File: src/rtl/lpm_pkg.sv
package lpm_pkg;

  typedef struct packed {
    logic cpu_off;
    logic osc_off;
    logic scg0;
    logic scg1;
  } lpm_mode_t;

  localparam int MODE_W = $bits(lpm_mode_t);
  localparam lpm_mode_t MODE_ACTIVE = '0;

  typedef struct packed {
    logic mclk;
    logic smclk;
    logic aclk;
    logic dcgen;
    logic xtal;
    logic halt;
  } lpm_en_t;

  localparam int EN_W = $bits(lpm_en_t);
  localparam logic [EN_W-1:0] EN_RESET = {{(EN_W-1){1'b1}}, 1'b0};

endpackage

File: src/rtl/lpm_rst_sync.sv
module lpm_rst_sync #(
  parameter int STAGES = 2
) (
  input  logic clk,
  input  logic rst_n,
  output logic rst_sync_n
);
  logic [STAGES-1:0] sh_q;

  always_ff @(posedge clk or negedge rst_n) begin
    if (!rst_n) sh_q <= '0;
    else        sh_q <= {sh_q[STAGES-2:0], 1'b1};
  end

  assign rst_sync_n = sh_q[STAGES-1];
endmodule

File: src/rtl/lpm_wake_ctrl.sv
module lpm_wake_ctrl
  import lpm_pkg::*;
(
  input  logic      clk,
  input  logic      rst_n,
  input  lpm_mode_t req_mode,
  input  logic      irq_i,
  input  logic      reti_i,
  output lpm_mode_t mode_nxt,
  output logic      svc_q,
  output lpm_mode_t shadow_q
);
  lpm_mode_t mode_q, shadow_d;
  logic      svc_d, accept, ret, chain;

  assign accept = irq_i & ~svc_q;
  assign ret    = reti_i & svc_q;
  assign chain  = ret & irq_i;

  always_comb begin
    mode_nxt = req_mode;
    shadow_d = shadow_q;
    svc_d    = svc_q;
    if (chain) begin
      mode_nxt = MODE_ACTIVE;
      svc_d    = 1'b1;
    end else if (ret) begin
      mode_nxt = shadow_q;
      svc_d    = 1'b0;
    end else if (accept) begin
      shadow_d = mode_q;
      mode_nxt = MODE_ACTIVE;
      svc_d    = 1'b1;
    end else if (svc_q) begin
      mode_nxt = MODE_ACTIVE;
    end
  end

  always_ff @(posedge clk or negedge rst_n) begin
    if (!rst_n) begin
      mode_q   <= MODE_ACTIVE;
      shadow_q <= MODE_ACTIVE;
      svc_q    <= 1'b0;
    end else begin
      mode_q <= mode_nxt;
      svc_q  <= svc_d;
      if (accept) shadow_q <= shadow_d;
    end
  end
endmodule

File: src/rtl/lpm_clk_decode.sv
module lpm_clk_decode
  import lpm_pkg::*;
(
  input  lpm_mode_t mode,
  input  logic      dco_act,
  output lpm_en_t   en
);
  always_comb begin
    en.halt  = mode.cpu_off;
    en.mclk  = ~mode.cpu_off;
    en.smclk = ~mode.scg1;
    en.aclk  = ~mode.osc_off;
    en.xtal  = ~mode.osc_off;
    en.dcgen = ~mode.scg0 | (dco_act & ~mode.scg1);
  end
endmodule

File: src/rtl/lpm_en_reg.sv
module lpm_en_reg #(
  parameter int           W       = 6,
  parameter logic [W-1:0] RST_VAL = '0
) (
  input  logic         clk,
  input  logic         rst_n,
  input  logic [W-1:0] d,
  output logic [W-1:0] q
);
  for (genvar g = 0; g < W; g++) begin : g_bit
    logic upd;
    assign upd = d[g] ^ q[g];
    always_ff @(posedge clk or negedge rst_n) begin
      if (!rst_n)   q[g] <= RST_VAL[g];
      else if (upd) q[g] <= d[g];
    end
  end
endmodule

File: src/rtl/lpm_clk_ctrl.sv
module lpm_clk_ctrl
  import lpm_pkg::*;
#(
  parameter int RST_STAGES = 2
) (
  input  logic clk,
  input  logic rst_n,
  input  logic cpu_off_i,
  input  logic osc_off_i,
  input  logic scg0_i,
  input  logic scg1_i,
  input  logic dco_act_i,
  input  logic irq_i,
  input  logic reti_i,
  output logic mclk_en_o,
  output logic smclk_en_o,
  output logic aclk_en_o,
  output logic dcgen_en_o,
  output logic xtal_en_o,
  output logic cpu_halt_o
);
  logic      rst_sync_n;
  logic      svc_q;
  lpm_mode_t req_mode, mode_nxt, shadow_q;
  lpm_en_t   en_nxt, en_q;

  lpm_rst_sync #(.STAGES(RST_STAGES)) u_rst (
    .clk(clk), .rst_n(rst_n), .rst_sync_n(rst_sync_n)
  );

  assign req_mode.cpu_off = cpu_off_i;
  assign req_mode.osc_off = osc_off_i;
  assign req_mode.scg0    = scg0_i;
  assign req_mode.scg1    = scg1_i;

  lpm_wake_ctrl u_wake (
    .clk(clk), .rst_n(rst_sync_n), .req_mode(req_mode),
    .irq_i(irq_i), .reti_i(reti_i),
    .mode_nxt(mode_nxt), .svc_q(svc_q), .shadow_q(shadow_q)
  );

  lpm_clk_decode u_dec (
    .mode(mode_nxt), .dco_act(dco_act_i), .en(en_nxt)
  );

  lpm_en_reg #(.W(EN_W), .RST_VAL(EN_RESET)) u_reg (
    .clk(clk), .rst_n(rst_sync_n), .d(en_nxt), .q(en_q)
  );

  assign mclk_en_o  = en_q.mclk;
  assign smclk_en_o = en_q.smclk;
  assign aclk_en_o  = en_q.aclk;
  assign dcgen_en_o = en_q.dcgen;
  assign xtal_en_o  = en_q.xtal;
  assign cpu_halt_o = en_q.halt;
endmodule

File: config.mk
export PLATFORM = sky130hd
export DESIGN_NAME = lpm_clk_ctrl
export DESIGN_NICKNAME = d
export VERILOG_FILES = /design/src/rtl/lpm_pkg.sv /design/src/rtl/lpm_rst_sync.sv /design/src/rtl/lpm_wake_ctrl.sv /design/src/rtl/lpm_clk_decode.sv /design/src/rtl/lpm_en_reg.sv /design/src/rtl/lpm_clk_ctrl.sv
export SDC_FILE = /design/constraint.sdc
export NUM_CORES = 1
export LEC_CHECK = 0
export BUFFER_PORTS_ARGS = -buffer_cell sky130_fd_sc_hd__buf_4
export CAP_MARGIN = 0
export CORE_AREA = 3 3 40 42
export CTS_CLUSTER_DIAMETER = 40
export DETAILED_ROUTE_END_ITERATION = 8
export DIE_AREA = 0 0 43 45
export PLACE_DENSITY = 0.72
export SLEW_MARGIN = 20
export SYNTH_ARGS = -nofsm -noshare
export SYNTH_HDL_FRONTEND = slang
export SYNTH_SLANG_ARGS = --single-unit
File: constraint.sdc
create_clock -name clk -period 1 [get_ports clk]
set_input_delay 0.2 -clock clk [delete_from_list [all_inputs] [get_ports clk]]
set_output_delay 0.2 -clock clk [all_outputs]
set_load 0.03 [all_outputs]
Yosys cells after proc, flatten, opt, wreduce, memory -nomap -nowiden. Cells that the tools add are included.

Register bits: 17. Bits of input ports: 9. Output and inout bits: 6. Word-level logic and storage cells: 43.

Muxes and demuxes: 7. Bitwise operators: 18. Reduce and logical (&&, ||, !) cells: 2.

Operator list (number): $mux W4 (4); $not A1 Y1 (7); $xor A1 B1 Y1 (6); $and A1 B1 Y1 (4); $mux W1 (3); $reduce_and A3 Y1 (1); $reduce_bool A3 Y1 (1); $or A1 B1 Y1 (1).

Logic depth before layout (Yosys ltp). Gate-level depths: netlist of run 1.

Depth after elaboration: 9. Gate-level depth with buffers: 3. Mapped depth without buffers: 2.

Modules after synthesis. Synthesis of run 1 repeated with hierarchy kept, for this count alone.

Cell total of the unflattened synthesis: 51. Area total of the unflattened synthesis: 640.6 µm².

By module, submodules not included: lpm_wake_ctrl (instances 1, cells an instance 29, area each 369.1 µm², seq. area each 225.2 µm²); lpm_en_reg (instances 1, cells an instance 12, area each 178.9 µm², seq. area each 156.4 µm²); lpm_rst_sync (instances 1, cells an instance 3, area each 53.8 µm², seq. area each 50.0 µm²); lpm_clk_decode (instances 1, cells an instance 7, area each 38.8 µm², seq. area each 0.0 µm²).

Worst setup path before layout of run 1. No wires, ideal clock.

Path type: register to register. Start point: reg u_wake.svc_q. End point: reg u_wake.shadow_q[0] (netlist name). Data arrival time: 1055 ps. Data required time: 875 ps. Slack: -180 ps. Stages on the path, launching flop included: 4. Path buffers: 1. Clock period less this slack: 1180 ps. Path through: dfrtp_1 -> buf_6 -> and2b_1 -> mux2_2.

Cells in the longest elaborated chain, start to end: 4. Elaborated cells on any way between the ends: 7. Classes of those cells: 6 x bitwise; 1 x reduce/logical.

Ends and longest elaborated chain: from (decl) (RTL line lpm_wake_ctrl.sv:10) `output logic svc_q,`; from (signal assigned) (RTL line lpm_wake_ctrl.sv:46) `svc_q <= svc_d;`; $and A1 B1 Y1 (RTL line lpm_wake_ctrl.sv:17) `assign ret = reti_i & svc_q;`; $and A1 B1 Y1 (RTL line lpm_wake_ctrl.sv:18) `assign chain = ret & irq_i;`; $not A1 Y1 (no source line); $reduce_and A3 Y1 (no source line) (*).

Every way passes the cells marked *; elsewhere a longest branch is shown, timed or not. A chain may end at the register's enable or synchronous reset.

Worst setup path after layout of run 1.
Start point: reg u_reg.q[2]. End point: out dcgen_en_o.

RTL lines: from (decl) (RTL line lpm_en_reg.sv:8) `output logic [W-1:0] q`; from (signal, indexed assignment) (RTL line lpm_en_reg.sv:14) `if (!rst_n) q[g] <= RST_VAL[g];`; from (signal, indexed assignment) (RTL line lpm_en_reg.sv:15) `else if (upd) q[g] <= d[g];`; to (decl) (RTL line lpm_clk_ctrl.sv:18) `output logic dcgen_en_o,`.

No word-level cell between the ends.

==> flow_summary_export.csv, run 1 <==
group,metric,value,unit
timing,rsz0062_at_grt,"yes",
status,violations,"negative setup slack",
global_routing,grt_usage,0.136,
cts,worstSkewPairLatency,0.29,ns
final_layout,final_area,870,um2
cts,h-tree-depth,1,
global_routing,grt_first_pass_wirelength,1820,um
synth,avgSynthCellArea,14.0,um2
timing,finalSetupViolCount,11,
timing,finalCriticalPeriod,1.16,ns
placed_design,place_area,769,um2
floorplan,rows,13,
setup_path,critPathKind,"flop to output pin",
final_layout,drive_gt1_frac,0.545,
route,wl_met2,600,um
cts,cts_num_sinks,17,
synth,synthTopCellsByCount,"dfrtp_1, a21o_1, dfstp_2",
route,dr.max_layer_used,"met3",
setup_path,crit_chain,"buf_6",
power_and_ir_drop,power.density,1520,mW/mm2
synth,ys.flop_type,"dfrtp_1",
min_path,min_to,"u_reg.q[2]",
cts,clk_pin_slew,0.10,ns
setup_path,cp_max_fo,1,
route,wl_per_cell,14.1,um
synth,ys_types,16,
final_layout,multi_input_area,220,um2
synth,async_flop_share,1.00,
synth,synth_area_leader_cell,"dfrtp_1",
timing,final.setup.worst_slack,-0.163,ns
cts,cts_root_buf,"clkbuf_4",
route,drt-pass1-iter-count,4,
placed_design,port_buffers,14,
setup_path,cp_slowest_cell,"dfstp_2",
route,initialDrtViolationCount,5,
synth,syn_nets,54,
synth,synth.most_common_cell,"dfrtp_1",
route,met3_length,100,um
timing,whs,0.151,ns
setup_path,worstReg2RegEnd,"u_wake.shadow_q[1]",
min_path,hp-class,"input port to flop",
synth,ys_top_cells_by_area,"dfrtp_1, dfstp_2, mux2_2",
setup_path,crit_family,"flip-flops",
setup_path,end_kind,"output pin",
power_and_ir_drop,p_sw,0.331,mW
power_and_ir_drop,power_switching_share,0.250,
route,ant_nets,0,
power_and_ir_drop,sequentialPowerShare,0.571,
synth,ys_seq_elements,17,
setup_path,r2r-start,"u_wake.svc_q",
route,vias,421,
floorplan,fp.dieArea,0.00194,mm2
floorplan,die_h,45,um
power_and_ir_drop,intPower,0.994,mW
timing,finalClockSkew,0.00406,ns
final_layout,fin_nets,76,
synth,synth-seq-area-share,0.685,
timing,drv_slew,0,
route,drt_wl_total,1140,um
global_routing,grt_pass1_vias,433,
floorplan,core_area,0.00128,mm2
global_routing,antenna_found_initial,0,
power_and_ir_drop,ir_worst_vdd,0.949,mV
placed_design,hpwlAfterDp,703,um
timing,finalHoldViolCount,0,
synth,synth_edf_count,0,
timing,fin_crit_sh,1.16,
synth,synth_top_area_share,0.476,
setup_path,crit_arrival,0.96,ns
power_and_ir_drop,p_leak,0.431,nW
setup_path,rrSetupSlack,-0.13,ns
flow_run,max_cap_violations,0,
final_layout,register_area,432,um2
final_layout,antenna_cells,0,
setup_path,cp.required,0.80,ns
setup_path,reg2reg_depth,2,
timing,tns,-1.34,ns
final_layout,utilization,0.677,
min_path,hp-start,"dco_act_i",
floorplan,ios,15,
floorplan,initial_utilization,0.491,
route,avgViaCountPerCell,5.20,
placed_design,gp_congestion,0.663,
timing,fmax,0.860,GHz
cts,clk_path_buf_depth,2,
global_routing,overflow,0,
setup_path,slowest_delay,0.54,ns
min_path,min_path_cells,2,
power_and_ir_drop,p_comb_frac,0.149,
synth,syn-instance-count,45,
placed_design,place_inst,76,
route,drcViolationCount,0,
cts,numCtsBuffers,3,
placed_design,pre_cts_slack,-0.115,ns
power_and_ir_drop,design_power_total,1.33,mW
cts,tritoncts,"done",
floorplan,die_w,43,um
final_layout,fin_cells,81,
route,met1_length,441,um
setup_path,cp_num_buf_inv,1,
status,status,"complete, but fails checks",
synth,syn_area,631,um2
synth,ys_warn_count,0,
power_and_ir_drop,clkPwrFrac,0.280,
setup_path,start_kind,"flop",
final_layout,syn2layout_area_growth,37.9,%
final_layout,fillCellCount,101,
global_routing,grt_max_degree,16,
## area by class of cell
type | count | share of cell area
clock buffers | 3 | 0.0259
clock inverters | 1 | 0.00576
multi-input cells | 25 | 0.253
inverters | 1 | 0.00432
flip-flops and latches | 17 | 0.496
well taps | 15 | 0.0216
repair buffers | 19 | 0.193
## routing by layer
layer,vias up,track usage
li1,196,-
met1,211,0.156
met2,14,0.219
met3,0,0.0916
met4,0,0.0181
met5,-,0
## power groups by stage
stage               Combinational (mW)  Sequential [mW]  Clock [mW]
floorplan                       0.0655            0.794           0
global placement                 0.159            0.764           0
detailed placement               0.162            0.765           0
CTS                              0.183            0.757       0.380
global route                     0.213            0.762       0.411
finish                           0.197            0.757       0.371
## what timing repair did
action | CTS | global route
pin swaps | 1 | 0
gates resized for setup | 10 | 4
setup buffers | 0 | 0
endpoints found under the hold margin | 2 | 0
setup endpoints to repair | 11 | 16
hold buffers | 1 | 0
## placed cells by master, fill, tap and decap left out, types with 3 or more instances in the layout
cell type	netlist	routed
dfstp_2	5	5
a21oi_1	4	4
nand2b_4	0	3
dfrtp_1	12	12
a21o_1	5	5
clkbuf_4	0	3
buf_6	1	6
buf_4	0	12
nand3_1	3	3
mux2_4	0	4
## cells by family (layout without fill, tap and decap cells)
group / after synthesis / in the layout / share of synthesized area
flip-flops: 17 / 17 / 0.685
buffers and inverters: 3 / 24 / 0.0317
multiplexers: 4 / 4 / 0.0714
other: 1 / 1 / 0.00595
AND/OR/NAND/NOR: 10 / 10 / 0.0992
AO/OA/AOI/OAI: 10 / 10 / 0.107
## flip-flops by register name, indices dropped and copies added (netlist names)
signal / cells
u_wake.mode_q: 4
u_wake.svc_q: 1
u_wake.shadow_q: 4
u_rst.sh_q: 2
u_reg.q: 6
## worst max-delay path by stage
| stage | start | endpoint | slack [ns] | depth (start not counted) |
|---|---|---|---|---|
| after floorplan | u_wake.svc_q | u_wake.shadow_q[0] | -0.16 | 3 |
| after global placement | u_wake.svc_q | u_wake.shadow_q[1] | -0.09 | 2 |
| after detailed placement | u_wake.svc_q | u_wake.shadow_q[3] | -0.12 | 2 |
| after CTS | u_reg.q[2] | dcgen_en_o | -0.17 | 1 |
| after global routing | u_reg.q[2] | dcgen_en_o | -0.19 | 1 |
| final | u_reg.q[2] | dcgen_en_o | -0.16 | 1 |
Note: power is estimated with default switching activity, not from simulation.
==> run 2: changes to the inputs <==
CORE_AREA = default   (was 3 3 40 42)
CORE_MARGIN = 3   (was default)
CORE_UTILIZATION = 44   (was default)
CTS_CLUSTER_SIZE = 8   (was default)
DIE_AREA = default   (was 0 0 43 45)
PLACE_DENSITY = 0.7   (was 0.72)
clock period = 0.9 ns   (was 1 ns; I/O delays follow)
==> run 2 against run 1 <==
The flow still finishes with violations (negative setup slack). Sequential cell count stayed put. Clock skew is 0.0017 ns higher. Cell count is 1.2% higher. Register-to-register slack worse by 0.12 ns. Global-route usage is 0.25 points higher. Combinational power is 16% higher. First-iteration DRC count is 40% lower. Utilization is 0.057 points lower. Non-clock buffer count is 1 higher. Largest cell class unchanged. Highest routed layer is now met4.
==> flow_summary_export.csv, run 2 (same netlist as run 1, synthesis figures left out) <==
group,metric,value,unit
status,status,"complete, but fails checks",
status,violations,"negative setup slack",
final_layout,fin_cells,82,
placed_design,place_inst,77,
setup_path,r2r-start,"u_wake.svc_q",
flow_run,max_cap_violations,0,
timing,finalClockSkew,0.00579,ns
timing,finalCriticalPeriod,1.15,ns
floorplan,die_w,43.9,um
floorplan,die_h,43.9,um
timing,fin_crit_sh,1.28,
timing,finalHoldViolCount,0,
final_layout,reg.largest.list,"u_reg.q x6, u_wake.mode_q x4, u_wake.shadow_q x4",
setup_path,cp_max_fo,4,
route,vias,411,
min_path,min_to,"u_reg.q[2]",
floorplan,rows,13,
placed_design,gp_congestion,0.798,
setup_path,reg2reg_depth,2,
placed_design,hpwlAfterDp,803,um
setup_path,cp_slowest_cell,"dfrtp_1",
power_and_ir_drop,ir_worst_vdd,0.807,mV
global_routing,antenna_found_initial,0,
final_layout,final_area,891,um2
cts,h-tree-depth,1,
timing,fmax,0.870,GHz
global_routing,grt_max_degree,16,
final_layout,final_cell_mix,"buf_4, dfrtp_1, buf_6, a21o_1, dfstp_2",
final_layout,largest_reg_flops,6,
cts,clk_path_buf_depth,2,
cts,cts_root_buf,"clkbuf_4",
setup_path,cp.depth,2,
final_layout,syn2layout_area_growth,41.3,%
final_layout,top_register,"u_reg.q",
final_layout,fin_nets,77,
power_and_ir_drop,p_leak,0.433,nW
timing,whs,0.170,ns
global_routing,grt_usage,0.138,
final_layout,utilization,0.676,
route,drt_wl_total,1200,um
global_routing,grt_first_pass_wirelength,1860,um
cts,clk_pin_slew,0.09,ns
floorplan,fp.dieArea,0.00192,mm2
timing,final.setup.worst_slack,-0.249,ns
setup_path,crit_arrival,1.31,ns
final_layout,antenna_cells,0,
setup_path,start_kind,"flop",
route,ant_nets,0,
final_layout,final_common_cell,"buf_4",
min_path,hp-class,"input port to flop",
setup_path,critPathKind,"flop to flop",
floorplan,initial_utilization,0.479,
setup_path,crit_chain,"and2b_2 > mux2_4",
floorplan,ios,15,
placed_design,place_area,777,um2
route,initialDrtViolationCount,3,
route,drcViolationCount,0,
cts,worstSkewPairLatency,0.28,ns
route,drt-pass1-iter-count,2,
setup_path,worstReg2RegEnd,"u_wake.shadow_q[1]",
final_layout,drive_gt1_frac,0.597,
route,wl_per_cell,14.6,um
timing,drv_slew,0,
floorplan,core_area,0.00132,mm2
timing,rsz0062_at_grt,"yes",
setup_path,slowest_delay,0.41,ns
setup_path,end_kind,"flop",
setup_path,rrSetupSlack,-0.25,ns
placed_design,port_buffers,14,
route,avgViaCountPerCell,5.01,
power_and_ir_drop,power.density,1630,mW/mm2
min_path,min_path_cells,2,
global_routing,grt_pass1_vias,424,
timing,tns,-2.53,ns
setup_path,cp.required,1.06,ns
cts,tritoncts,"done",
setup_path,cp_num_buf_inv,0,
cts,cts_num_sinks,17,
cts,numCtsBuffers,3,
setup_path,crit_family,"flip-flops",
min_path,hp-start,"dco_act_i",
global_routing,overflow,0,
timing,finalSetupViolCount,17,
-- run 2: cell types whose count changed in the layout (fill, tap and decap cells not counted), sizes merged --
cell    delta
clkinv     -1
clkbuf     +1
buf        +1
-- run 2: worst max-delay path by stage --
stage | to | from
final | u_wake.shadow_q[1] | u_wake.svc_q
after global routing | u_wake.shadow_q[1] | u_wake.svc_q
after CTS | dcgen_en_o | u_reg.q[2]
after detailed placement | u_wake.shadow_q[2] | u_wake.svc_q
after global placement | u_wake.shadow_q[3] | u_wake.svc_q
after floorplan | u_wake.shadow_q[0] | u_wake.svc_q
-- run 2: what timing repair did --
item / in CTS / in global routing
cloned: 0 / 0
hold buffers: 1 / 0
setup endpoints to repair: 20 / 20
resized for setup: 14 / 4
setup buffers: 1 / 1
pin swaps: 1 / 0
hold endpoints to repair: 2 / 0
-- run 2: cell type report --
class | instances | area, um2
tap | 15 | 18.8
inverter | 1 | 3.75
multi-input combinational | 25 | 235
timing repair buffer | 20 | 175
clock buffer | 4 | 26.3
fill | 108 | 427
sequential | 17 | 432
-- run 2: per-stage QoR --
stage,setup slack [ns],power [mW]
after floorplan,-0.258,0.955
after global placement,-0.191,1.03
after detailed placement,-0.225,1.03
after CTS,-0.237,1.45
after global routing,-0.290,1.53
final,-0.249,1.45
-- run 2: power breakdown --
group	switching [mW]	internal (mW)	leakage [nW]
clock	0.212	0.172	0.0150
combinational	0.105	0.124	0.209
sequential	0.0245	0.818	0.209
-- run 2: layer usage --
metal,global-route usage,vias up,wire length [um],share of wire
li1,-,198,-,-
met1,0.156,201,475,0.40
met2,0.244,10,644,0.54
met3,0.0249,2,70,0.058
met4,0.0723,0,8,0.0067
met5,0,-,0,0
==> run 3: changes to the inputs <==
BUFFER_PORTS_ARGS = -buffer_cell sky130_fd_sc_hd__buf_2   (was -buffer_cell sky130_fd_sc_hd__buf_4)
==> run 3 against run 2 <==
The flow still finishes with violations (negative setup slack). Combinational power fell by 5%. Utilization fell by 1.0 points. Wire length fell by 15%. Sequential share of layout area rose by 0.76 points. Clock skew fell by 0.0015 ns. Total power fell by 1.1%. Register-to-register slack barely moved. Via count fell by 6.3%. Clock power fell by 1%. Non-clock buffer count fell by 1. Worst setup slack improved by 0.0081 ns. Largest cell class unchanged. Largest power group unchanged. Highest routed layer is now met3.
==> flow_summary_export.csv, run 3 (same netlist as run 1, synthesis figures left out) <==
group,metric,value,unit
final_layout,reg.largest.list,"u_reg.q x6, u_wake.mode_q x4, u_wake.shadow_q x4",
setup_path,critPathKind,"flop to flop",
setup_path,cp_slowest_cell,"dfrtp_1",
min_path,min_to,"u_reg.q[2]",
setup_path,cp.required,1.06,ns
global_routing,antenna_found_initial,0,
final_layout,drive_gt1_frac,0.636,
timing,tns,-2.46,ns
final_layout,utilization,0.666,
timing,finalSetupViolCount,18,
final_layout,fin_cells,81,
flow_run,max_cap_violations,0,
route,drcViolationCount,0,
final_layout,final_cell_mix,"dfrtp_1, buf_2, buf_6, a21o_1, dfstp_2",
power_and_ir_drop,p_leak,0.422,nW
global_routing,use_met2,0.163,
power_and_ir_drop,design_power_total,1.44,mW
timing,fin_crit_sh,1.27,
final_layout,top_register,"u_reg.q",
floorplan,core_area,0.00132,mm2
min_path,hp-start,"dco_act_i",
route,avgViaCountPerCell,4.75,
setup_path,r2r-start,"u_wake.svc_q",
cts,h-tree-depth,1,
final_layout,antenna_cells,0,
final_layout,final_area,877,um2
route,initialDrtViolationCount,2,
min_path,min_path_cells,2,
placed_design,port_buffers,14,
floorplan,initial_utilization,0.479,
setup_path,start_kind,"flop",
floorplan,die_h,43.9,um
cts,tritoncts,"done",
cts,cts_root_buf,"clkbuf_4",
route,ant_nets,0,
floorplan,ios,15,
setup_path,crit_chain,"and2b_2 > mux2_4",
timing,finalClockSkew,0.00430,ns
placed_design,hpwlAfterDp,699,um
power_and_ir_drop,power.density,1640,mW/mm2
placed_design,pre_cts_slack,-0.220,ns
global_routing,grt_usage,0.120,
power_and_ir_drop,ir_worst_vdd,1.01,mV
final_layout,final_common_cell,"dfrtp_1",
placed_design,place_inst,76,
global_routing,overflow,0,
final_layout,fillCellCount,99,
route,vias,385,
global_routing,grt_util_met3,0.0415,
setup_path,slowest_delay,0.42,ns
status,status,"complete, but fails checks",
setup_path,worstReg2RegEnd,"u_wake.shadow_q[1]",
global_routing,busiest_layer,"met2",
cts,clk_pin_slew,0.08,ns
global_routing,grt_pass1_vias,384,
status,violations,"negative setup slack",
route,drt-pass1-iter-count,2,
final_layout,largest_reg_flops,6,
setup_path,cp_max_fo,4,
timing,fmax,0.876,GHz
floorplan,rows,13,
cts,clk_path_buf_depth,2,
timing,final.setup.worst_slack,-0.241,ns
floorplan,die_w,43.9,um
timing,whs,0.160,ns
cts,postCtsSetupBuffers,0,
cts,numCtsBuffers,3,
placed_design,place_area,734,um2
global_routing,grt_max_degree,16,
timing,rsz0062_at_grt,"yes",
route,wl_per_cell,12.6,um
final_layout,fin_nets,76,
setup_path,rrSetupSlack,-0.24,ns
global_routing,use_met1,0.162,
min_path,hp-class,"input port to flop",
placed_design,gp_congestion,0.764,
final_layout,multi_input_area,249,um2
global_routing,grt_first_pass_wirelength,1640,um
floorplan,fp.dieArea,0.00192,mm2
timing,drv_slew,0,
final_layout,register_area,432,um2
setup_path,crit_arrival,1.30,ns
setup_path,cp_num_buf_inv,0,
route,drt_wl_total,1020,um
cts,cts_num_sinks,17,
cts,worstSkewPairLatency,0.27,ns
setup_path,crit_family,"flip-flops",
timing,finalCriticalPeriod,1.14,ns
setup_path,end_kind,"flop",
timing,finalHoldViolCount,0,
setup_path,reg2reg_depth,2,
final_layout,syn2layout_area_growth,39.1,%
-- run 3: cell count changes in the layout (fill, tap and decap cells not counted), moves of 2 or more --
cell / change
a21oi_1: -2
buf_2: +8
buf_4: -9
a21oi_2: +2
-- run 3: worst max path at each step --
stage / depth (start not counted) / to / from
2_1_floorplan: 3 / u_wake.shadow_q[0] / u_wake.svc_q
3_3_place_gp: 2 / u_wake.shadow_q[0] / u_wake.svc_q
3_5_place_dp: 2 / u_wake.shadow_q[1] / u_wake.svc_q
4_1_cts: 1 / aclk_en_o / u_reg.q[3]
5_1_grt: 1 / xtal_en_o / u_reg.q[1]
6_report: 2 / u_wake.shadow_q[1] / u_wake.svc_q
-- run 3: area by class of cell --
class	instances	share of cell area
Sequential cell	17	0.492
Multi-Input combinational cell	25	0.284
Timing Repair Buffer	19	0.168
Clock buffer	4	0.0300
Tap cell	15	0.0214
Inverter	1	0.00428
-- run 3: repair_timing --
item / in CTS / in global routing
gates resized for setup: 17 / 10
hold buffers: 1 / 0
endpoints found under the setup margin: 20 / 20
cloned: 0 / 0
pin swaps: 1 / 0
hold endpoints to repair: 2 / 0
-- run 3: routing by layer --
layer | routed length [um] | vias up
met5 | 0 | -
met4 | 0 | 0
met3 | 58 | 0
met2 | 485 | 10
met1 | 473 | 181
li1 | - | 194
-- run 3: report_power, final --
group	internal, mW	switching, mW	total (mW)
clock	0.172	0.206	0.378
combinational	0.115	0.103	0.218
sequential	0.818	0.0243	0.843
total	1.10	0.334	1.44
